[config.mk]
export PLATFORM = sky130hd
export DESIGN_NAME = mpu_uart
export DESIGN_NICKNAME = d
export VERILOG_FILES = /design/src/rtl/mpu_pkg.sv /design/src/rtl/mpu_baud.sv /design/src/rtl/mpu_tx.sv /design/src/rtl/mpu_rx.sv /design/src/rtl/mpu_uart.sv
export SDC_FILE = /design/constraint.sdc
export NUM_CORES = 1
export LEC_CHECK = 0
export BUFFER_PORTS_ARGS = -buffer_cell sky130_fd_sc_hd__buf_2
export CAP_MARGIN = 20
export CORE_MARGIN = 8
export CORE_UTILIZATION = 45
export DETAILED_ROUTE_END_ITERATION = 12
export PLACE_DENSITY_LB_ADDON = 0.3
export SYNTH_ARGS = -nofsm -noshare
export SYNTH_HDL_FRONTEND = slang
export SYNTH_HIERARCHICAL = 1
export SYNTH_SLANG_ARGS = --single-unit
[constraint.sdc]
create_clock -name clk -period 5.4 [get_ports clk]
set_input_delay 0.54 -clock clk [delete_from_list [all_inputs] [get_ports clk]]
set_output_delay 0.54 -clock clk [all_outputs]
set_load 0.02 [all_outputs]
[src/rtl/mpu_pkg.sv]
package mpu_pkg;
   localparam logic [1:0] A_TXD  = 2'd0;
   localparam logic [1:0] A_RXD  = 2'd1;
   localparam logic [1:0] A_CTL  = 2'd2;
   localparam logic [1:0] A_STAT = 2'd3;

   localparam int CTL_W      = 4;
   localparam int C_TX_EN    = 0;
   localparam int C_RX_EN    = 1;
   localparam int C_MARK_EN  = 2;
   localparam int C_SYNC     = 3;

   localparam int S_MARK_TX  = 0;
   localparam int S_MARK_RX  = 1;
   localparam int S_TX_END   = 2;
   localparam int S_TX_EMPTY = 3;

   localparam int OVS        = 16;
   localparam int OVS_W      = $clog2(OVS);

   typedef enum logic [1:0] {
      RX_IDLE  = 2'd0,
      RX_START = 2'd1,
      RX_BITS  = 2'd2
   } rx_state_t;
endpackage

[src/rtl/mpu_baud.sv]
module mpu_baud #(
   parameter int TICK_DIV = 4
) (
   input  logic clk,
   input  logic rst_n,
   output logic tick
);
   generate
      if (TICK_DIV < 1) begin : g_bad_div
         $error("TICK_DIV must be at least 1");
      end
      if (TICK_DIV == 1) begin : g_every
         assign tick = 1'b1;
      end else begin : g_count
         localparam int CW = $clog2(TICK_DIV);
         logic [CW-1:0] cnt_q;
         always_ff @(posedge clk or negedge rst_n) begin
            if (!rst_n)
               cnt_q <= '0;
            else if (cnt_q == CW'(TICK_DIV - 1))
               cnt_q <= '0;
            else
               cnt_q <= cnt_q + 1'b1;
         end
         assign tick = (cnt_q == CW'(TICK_DIV - 1));
      end
   endgenerate
endmodule

[src/rtl/mpu_tx.sv]
module mpu_tx import mpu_pkg::*; #(
   parameter int DATA_W = 8
) (
   input  logic              clk,
   input  logic              rst_n,
   input  logic              en,
   input  logic              tick,
   input  logic              load,
   input  logic [DATA_W-1:0] din,
   input  logic              add_mark,
   input  logic              mark_val,
   output logic              txd,
   output logic              busy,
   output logic              done
);
   localparam int FW = DATA_W + 3;
   localparam int BW = $clog2(FW);

   logic [FW-1:0]    sh_q;
   logic [OVS_W-1:0] tcnt_q;
   logic [BW-1:0]    bidx_q;
   logic [BW-1:0]    last_q;
   logic             bit_end;

   assign bit_end = busy && tick && (tcnt_q == OVS_W'(OVS - 1));
   assign done    = bit_end && (bidx_q == last_q);
   assign txd     = busy ? sh_q[0] : 1'b1;

   always_ff @(posedge clk or negedge rst_n) begin
      if (!rst_n) begin
         sh_q   <= '1;
         busy   <= 1'b0;
         tcnt_q <= '0;
         bidx_q <= '0;
         last_q <= '0;
      end else if (!en) begin
         sh_q   <= '1;
         busy   <= 1'b0;
         tcnt_q <= '0;
         bidx_q <= '0;
      end else if (load) begin
         // marking bit value is frozen here for the whole frame
         sh_q   <= {1'b1, (add_mark ? mark_val : 1'b1), din, 1'b0};
         busy   <= 1'b1;
         tcnt_q <= '0;
         bidx_q <= '0;
         last_q <= add_mark ? BW'(FW - 1) : BW'(FW - 2);
      end else if (busy && tick) begin
         tcnt_q <= tcnt_q + 1'b1;
         if (bit_end) begin
            sh_q   <= {1'b1, sh_q[FW-1:1]};
            bidx_q <= bidx_q + 1'b1;
            if (bidx_q == last_q)
               busy <= 1'b0;
         end
      end
   end
endmodule

[src/rtl/mpu_rx.sv]
module mpu_rx import mpu_pkg::*; #(
   parameter int DATA_W = 8
) (
   input  logic              clk,
   input  logic              rst_n,
   input  logic              en,
   input  logic              tick,
   input  logic              rxd,
   input  logic              mark_fmt,
   output logic              done,
   output logic              had_mark,
   output logic [DATA_W-1:0] dout,
   output logic              mark_bit
);
   localparam int BW = $clog2(DATA_W + 2);

   rx_state_t        st_q;
   logic [1:0]       sync_q;
   logic             rxs;
   logic [OVS_W-1:0] tcnt_q;
   logic [BW-1:0]    bidx_q;
   logic [BW-1:0]    last_q;
   logic             sample;

   assign rxs    = sync_q[1];
   assign sample = (st_q == RX_BITS) && tick && (tcnt_q == OVS_W'(OVS - 1));
   assign done   = sample && (bidx_q == last_q);

   always_ff @(posedge clk or negedge rst_n) begin
      if (!rst_n) sync_q <= 2'b11;
      else        sync_q <= {sync_q[0], rxd};
   end

   always_ff @(posedge clk or negedge rst_n) begin
      if (!rst_n) begin
         st_q     <= RX_IDLE;
         tcnt_q   <= '0;
         bidx_q   <= '0;
         last_q   <= '0;
         had_mark <= 1'b0;
         dout     <= '0;
         mark_bit <= 1'b0;
      end else if (!en) begin
         st_q <= RX_IDLE;
      end else begin
         unique case (st_q)
            RX_IDLE: if (!rxs) begin
               st_q     <= RX_START;
               tcnt_q   <= '0;
               had_mark <= mark_fmt;
               last_q   <= mark_fmt ? BW'(DATA_W + 1) : BW'(DATA_W);
            end
            RX_START: if (tick) begin
               tcnt_q <= tcnt_q + 1'b1;
               if (tcnt_q == OVS_W'(OVS / 2 - 1)) begin
                  tcnt_q <= '0;
                  bidx_q <= '0;
                  st_q   <= rxs ? RX_IDLE : RX_BITS;
               end
            end
            RX_BITS: if (tick) begin
               tcnt_q <= tcnt_q + 1'b1;
               if (sample) begin
                  if (bidx_q < BW'(DATA_W))
                     dout <= {rxs, dout[DATA_W-1:1]};
                  else if (had_mark && bidx_q == BW'(DATA_W))
                     mark_bit <= rxs;
                  bidx_q <= bidx_q + 1'b1;
                  if (bidx_q == last_q)
                     st_q <= RX_IDLE;
               end
            end
            default: st_q <= RX_IDLE;
         endcase
      end
   end
endmodule

[src/rtl/mpu_uart.sv]
module mpu_uart import mpu_pkg::*; #(
   parameter int DATA_W   = 8,
   parameter int TICK_DIV = 4
) (
   input  logic              clk,
   input  logic              rst_n,
   input  logic              bus_sel,
   input  logic              bus_wr,
   input  logic              bus_rd,
   input  logic [1:0]        bus_addr,
   input  logic [DATA_W-1:0] bus_wdata,
   output logic [DATA_W-1:0] bus_rdata,
   input  logic              rxd,
   output logic              txd
);
   generate
      if (DATA_W < CTL_W) begin : g_bad_width
         $error("DATA_W must cover the control and status fields");
      end
   endgenerate

   logic [DATA_W-1:0] tx_hold_q, rx_data_q;
   logic [CTL_W-1:0]  ctl_q;
   logic tx_empty_q, tx_end_q, mark_rx_q, mark_tx_q, armed_q;
   logic tick, tx_busy, tx_done, tx_load;
   logic rx_done, rx_had_mark, rx_mark;
   logic [DATA_W-1:0] rx_byte;
   logic wr_txd, wr_ctl, wr_stat, rd_stat, clr_ok;
   logic tx_en, rx_en, mark_fmt;

   assign tx_en    = ctl_q[C_TX_EN];
   assign rx_en    = ctl_q[C_RX_EN];
   assign mark_fmt = ctl_q[C_MARK_EN] && !ctl_q[C_SYNC];

   assign wr_txd  = bus_sel && bus_wr && (bus_addr == A_TXD);
   assign wr_ctl  = bus_sel && bus_wr && (bus_addr == A_CTL);
   assign wr_stat = bus_sel && bus_wr && (bus_addr == A_STAT);
   assign rd_stat = bus_sel && bus_rd && (bus_addr == A_STAT);
   assign clr_ok  = wr_stat && armed_q && !bus_wdata[S_TX_EMPTY];
   assign tx_load = tx_en && !tx_empty_q && !tx_busy;

   mpu_baud #(.TICK_DIV(TICK_DIV)) u_baud (
      .clk(clk), .rst_n(rst_n), .tick(tick)
   );

   mpu_tx #(.DATA_W(DATA_W)) u_tx (
      .clk(clk), .rst_n(rst_n), .en(tx_en), .tick(tick), .load(tx_load),
      .din(tx_hold_q), .add_mark(mark_fmt), .mark_val(mark_tx_q),
      .txd(txd), .busy(tx_busy), .done(tx_done)
   );

   mpu_rx #(.DATA_W(DATA_W)) u_rx (
      .clk(clk), .rst_n(rst_n), .en(rx_en), .tick(tick), .rxd(rxd),
      .mark_fmt(mark_fmt), .done(rx_done), .had_mark(rx_had_mark),
      .dout(rx_byte), .mark_bit(rx_mark)
   );

   always_ff @(posedge clk or negedge rst_n) begin
      if (!rst_n) begin
         tx_hold_q  <= '0;
         rx_data_q  <= '0;
         ctl_q      <= '0;
         tx_empty_q <= 1'b1;
         tx_end_q   <= 1'b1;
         mark_rx_q  <= 1'b0;
         mark_tx_q  <= 1'b0;
         armed_q    <= 1'b0;
      end else begin
         if (wr_txd) tx_hold_q <= bus_wdata;
         if (wr_ctl) ctl_q <= bus_wdata[CTL_W-1:0];
         if (wr_stat) mark_tx_q <= bus_wdata[S_MARK_TX];

         if (wr_stat)
            armed_q <= 1'b0;
         else if (rd_stat && tx_empty_q)
            armed_q <= 1'b1;

         if (wr_txd || clr_ok)
            tx_empty_q <= 1'b0;
         else if (tx_load)
            tx_empty_q <= 1'b1;

         if (!tx_en)
            tx_end_q <= 1'b1;
         else if (wr_txd || clr_ok)
            tx_end_q <= 1'b0;
         else if (tx_done && tx_empty_q)
            tx_end_q <= 1'b1;

         if (rx_done && rx_en) begin
            rx_data_q <= rx_byte;
            if (rx_had_mark) mark_rx_q <= rx_mark;
         end
      end
   end

   always_comb begin
      bus_rdata = '0;
      unique case (bus_addr)
         A_TXD: bus_rdata = tx_hold_q;
         A_RXD: bus_rdata = rx_data_q;
         A_CTL: bus_rdata[CTL_W-1:0] = ctl_q;
         default: begin
            bus_rdata[S_TX_EMPTY] = tx_empty_q;
            bus_rdata[S_TX_END]   = tx_end_q;
            bus_rdata[S_MARK_RX]  = mark_rx_q;
            bus_rdata[S_MARK_TX]  = mark_tx_q;
         end
      endcase
   end
endmodule

==> flow_summary_export.csv <==
group,metric,value,unit
outcome,status,"finished clean",
routing,met1_length,3.46,mm
global_routing,grt_pass1_vias,2447,
die,fp.dieW,105,µm
global_routing,grt_overflow,0,
setup_path,r2r_start,"ctl_q[0]",
routing,ant_nets,0,
die,fp.dieH,105,µm
setup_path,cp_cell_sequence,"nor3b_1, nand2b_1, nor2_1, a211oi_1",
yosys,ys.flop_type,"dfrtp_1",
timing,skew,0.00819,ns
global_routing,grt_pass1_wl,12.1,mm
routing,drc,0,
clock_tree,cts_tree,"yes",
clock_tree,cts.path.max_buffers,2,
routing,via_per_inst,5.67,
routing,via_count,2488,
yosys,synthesis.area,3590,µm²
placement,port_buffers,24,
clock_tree,cts_buffers,9,
die,io_pins,25,
job,cap_violations,0,
yosys,muxShareOfSynthArea,0.147,
timing,worstMarginPinSlew,0.915,ns
yosys,yosys_warnings,6,
finish,nFillCells,663,
hold_path,hp-start,"rxd",
placement,dpl_cell_area,3770,µm²
global_routing,grt_max_degree,73,
clock_tree,post_cts_buffers,0,
finish,fin_area,3970,µm²
setup_path,required,5.66,ns
timing,final_max_slew_viol_count,0,
global_routing,antenna_found_initial,0,
placement,dpl.hpwl,5.10,mm
timing,max_freq,396,MHz
yosys,seq_area_frac_synth,0.507,
clock_tree,clkLatencyLatePin,0.35,ns
timing,fin_crit,2.53,ns
setup_path,crit_fanout,19,
yosys,mappedNetlistNets,337,
die,start_util,0.465,
timing,setup_tns,0,ns
routing,highest-signal-layer,"met4",
power_and_ir_drop,pwr_density_cell,335,nW/µm²
placement,gp_congestion,0.834,
setup_path,critPathMaxStageDelay,0.79,ns
setup_path,startpoint_type,"flip-flop",
setup_path,r2r_setup_slack,2.87,ns
routing,drt_wl_total,7.33,mm
clock_tree,path_clk_slew,0.08,ns
die,core_region_area,7730,µm²
setup_path,cp.arrival,2.79,ns
finish,drive_gt1_frac,0.291,
clock_tree,postCtsResizedCells,0,
setup_path,critPathLaunch,"ctl_q[0]",
global_routing,grt_use_total,0.135,
timing,period_share,0.468,
power_and_ir_drop,ir_drop,0.180,mV
yosys,synth_compound_area_frac,0.100,
yosys,synthAdderAreaFrac,0.0383,
die,die_area,11100,µm²
clock_tree,ctsHoldBuffers,0,
finish,layout_common_cells,"dfrtp_1, mux2_2, nand2_1",
finish,nets,359,
yosys,ys_seq_elements,72,
yosys,synth.avg_cell_area,11.6,µm²
die,rows,32,
routing,firstDrtPassIters,5,
finish,final_common_cell,"dfrtp_1",
timing,rsz0062_at_grt,"false",
clock_tree,clock-sinks,72,
finish,fin_util,0.514,
setup_path,critPathCaptureType,"flip-flop",
routing,wl_per_cell,16.7,µm
yosys,synth-xor-area-share,0.0171,
timing,setup_viol,0,
routing,wl_met3,346,µm
routing,drt_iter0_markers,135,
yosys,synth_cell_types,57,
yosys,synth_top_family_by_area,"simple AND/OR/NAND/NOR gates",
power_and_ir_drop,p_leak,0.00174,µW
finish,area_growth,10.7,%
setup_path,critPathKind,"flip-flop to flip-flop",
hold_path,min-delay-path-class,"input pin to flip-flop",
power_and_ir_drop,total_power,1330,µW
finish,n_antenna_cell,0,
yosys,synth-simple-area-share,0.162,
yosys,syn_inst,310,
timing,slew_headroom,0.389,
clock_tree,cts_root_buf,"clkbuf_8",
routing,met2_length,3.46,mm
clock_tree,htree_levels,3,
timing,hold_viol,0,
setup_path,crit_slowest_cell,"nor3b_1",
yosys,synth_edf_count,0,
yosys,synthArstFlopShare,1.00,
-- metal layers --
metal / up-vias / global-route usage
met3: 7 / 0.0469
met4: 0 / 0.0408
met1: 1246 / 0.177
met5: - / 0
met2: 46 / 0.205
li1: 1189 / -
-- synth_stat cells, types with 2 or more instances --
master / number / area, µm²
dfrtp_1: 58 / 1450
mux2_2: 33 / 372
nand2_1: 27 / 101
nor2_1: 21 / 78.8
dfstp_2: 14 / 368
o21ai_0: 13 / 65.1
a211oi_1: 11 / 82.6
ha_1: 11 / 138
nand3_1: 10 / 50.1
a21oi_1: 9 / 45.0
buf_2: 8 / 40.0
inv_1: 7 / 26.3
mux2i_1: 6 / 60.1
nor4_1: 6 / 37.5
nand2b_1: 5 / 31.3
nand4b_1: 5 / 43.8
xor2_1: 5 / 43.8
nor3b_1: 4 / 30.0
and3_1: 3 / 18.8
clkbuf_1: 3 / 11.3
nand3b_1: 3 / 22.5
o2111ai_1: 3 / 26.3
o31ai_1: 3 / 22.5
or3_1: 3 / 18.8
a31oi_1: 2 / 12.5
mux4_1: 2 / 52.6
mux4_2: 2 / 45.0
o21a_1: 2 / 15.0
or4_1: 2 / 15.0
xnor2_1: 2 / 17.5
-- final timing paths --
kind,end,cells past startpoint
setup / recovery,u_tx/sh_q[3],4
hold / removal,u_rx/sync_q[0],1
setup reg to reg,u_tx/sh_q[3],4
hold reg to reg,u_rx/sync_q[1],0
max in group asynchronous,rx_data_q[5],2
min in group asynchronous,u_tx/bidx_q[0],2
-- per-stage QoR --
stage | setup slack, ns | hold WS [ns] | instances
4_1_cts | 2.89 | 0.260 | 439
3_5_place_dp | 2.93 | 0.349 | 423
5_1_grt | 2.72 | 0.256 | 439
6_report | 2.87 | 0.280 | 439
2_1_floorplan | 3.43 | 0.244 | 310
3_3_place_gp | 3.14 | 0.346 | 423
-- worst max-delay path, delay by kind of cell (launching register included) --
family	cells	cell delay [ns]
compound gates	1	0.29
flops	1	0.54
simple gates	3	1.60
-- layout make-up --
class	instances	area (µm²)	share of cell area
flip-flops and latches	72	1820	0.458
multi-input cells	217	1670	0.420
inverters	7	26.3	0.00661
repair buffers	25	128	0.0321
well taps	102	128	0.0321
clock buffers	9	124	0.0312
clock inverters	7	78.8	0.0198
-- sequential cells by signal, summed over array words and instances (netlist names), 2 cells and up --
register / flops
u_baud/g_count.cnt_q: 2
rx_data_q: 8
u_tx/sh_q: 10
tx_hold_q: 8
u_rx/bidx_q: 4
u_rx/dout: 8
u_rx/last_q: 2
u_rx/st_q: 2
u_tx/last_q: 3
u_rx/tcnt_q: 4
u_rx/sync_q: 2
u_tx/tcnt_q: 4
ctl_q: 4
u_tx/bidx_q: 4
-- power by group --
group,switching [µW],internal (µW)
Sequential,56.9,598
Clock,220,218
Combinational,135,104
Total,412,920
-- logic make-up (layout without fill, tap and decap cells) --
kind of cell	after synthesis	in the layout
adder cells (fa/ha/maj)	11	11
AND/OR/NAND/NOR	103	103
AO/OA/AOI/OAI	53	53
multiplexers	43	43
flip-flops	72	72
buffers and inverters	21	48
XOR/XNOR	7	7
(Power assumes the default switching activity.)
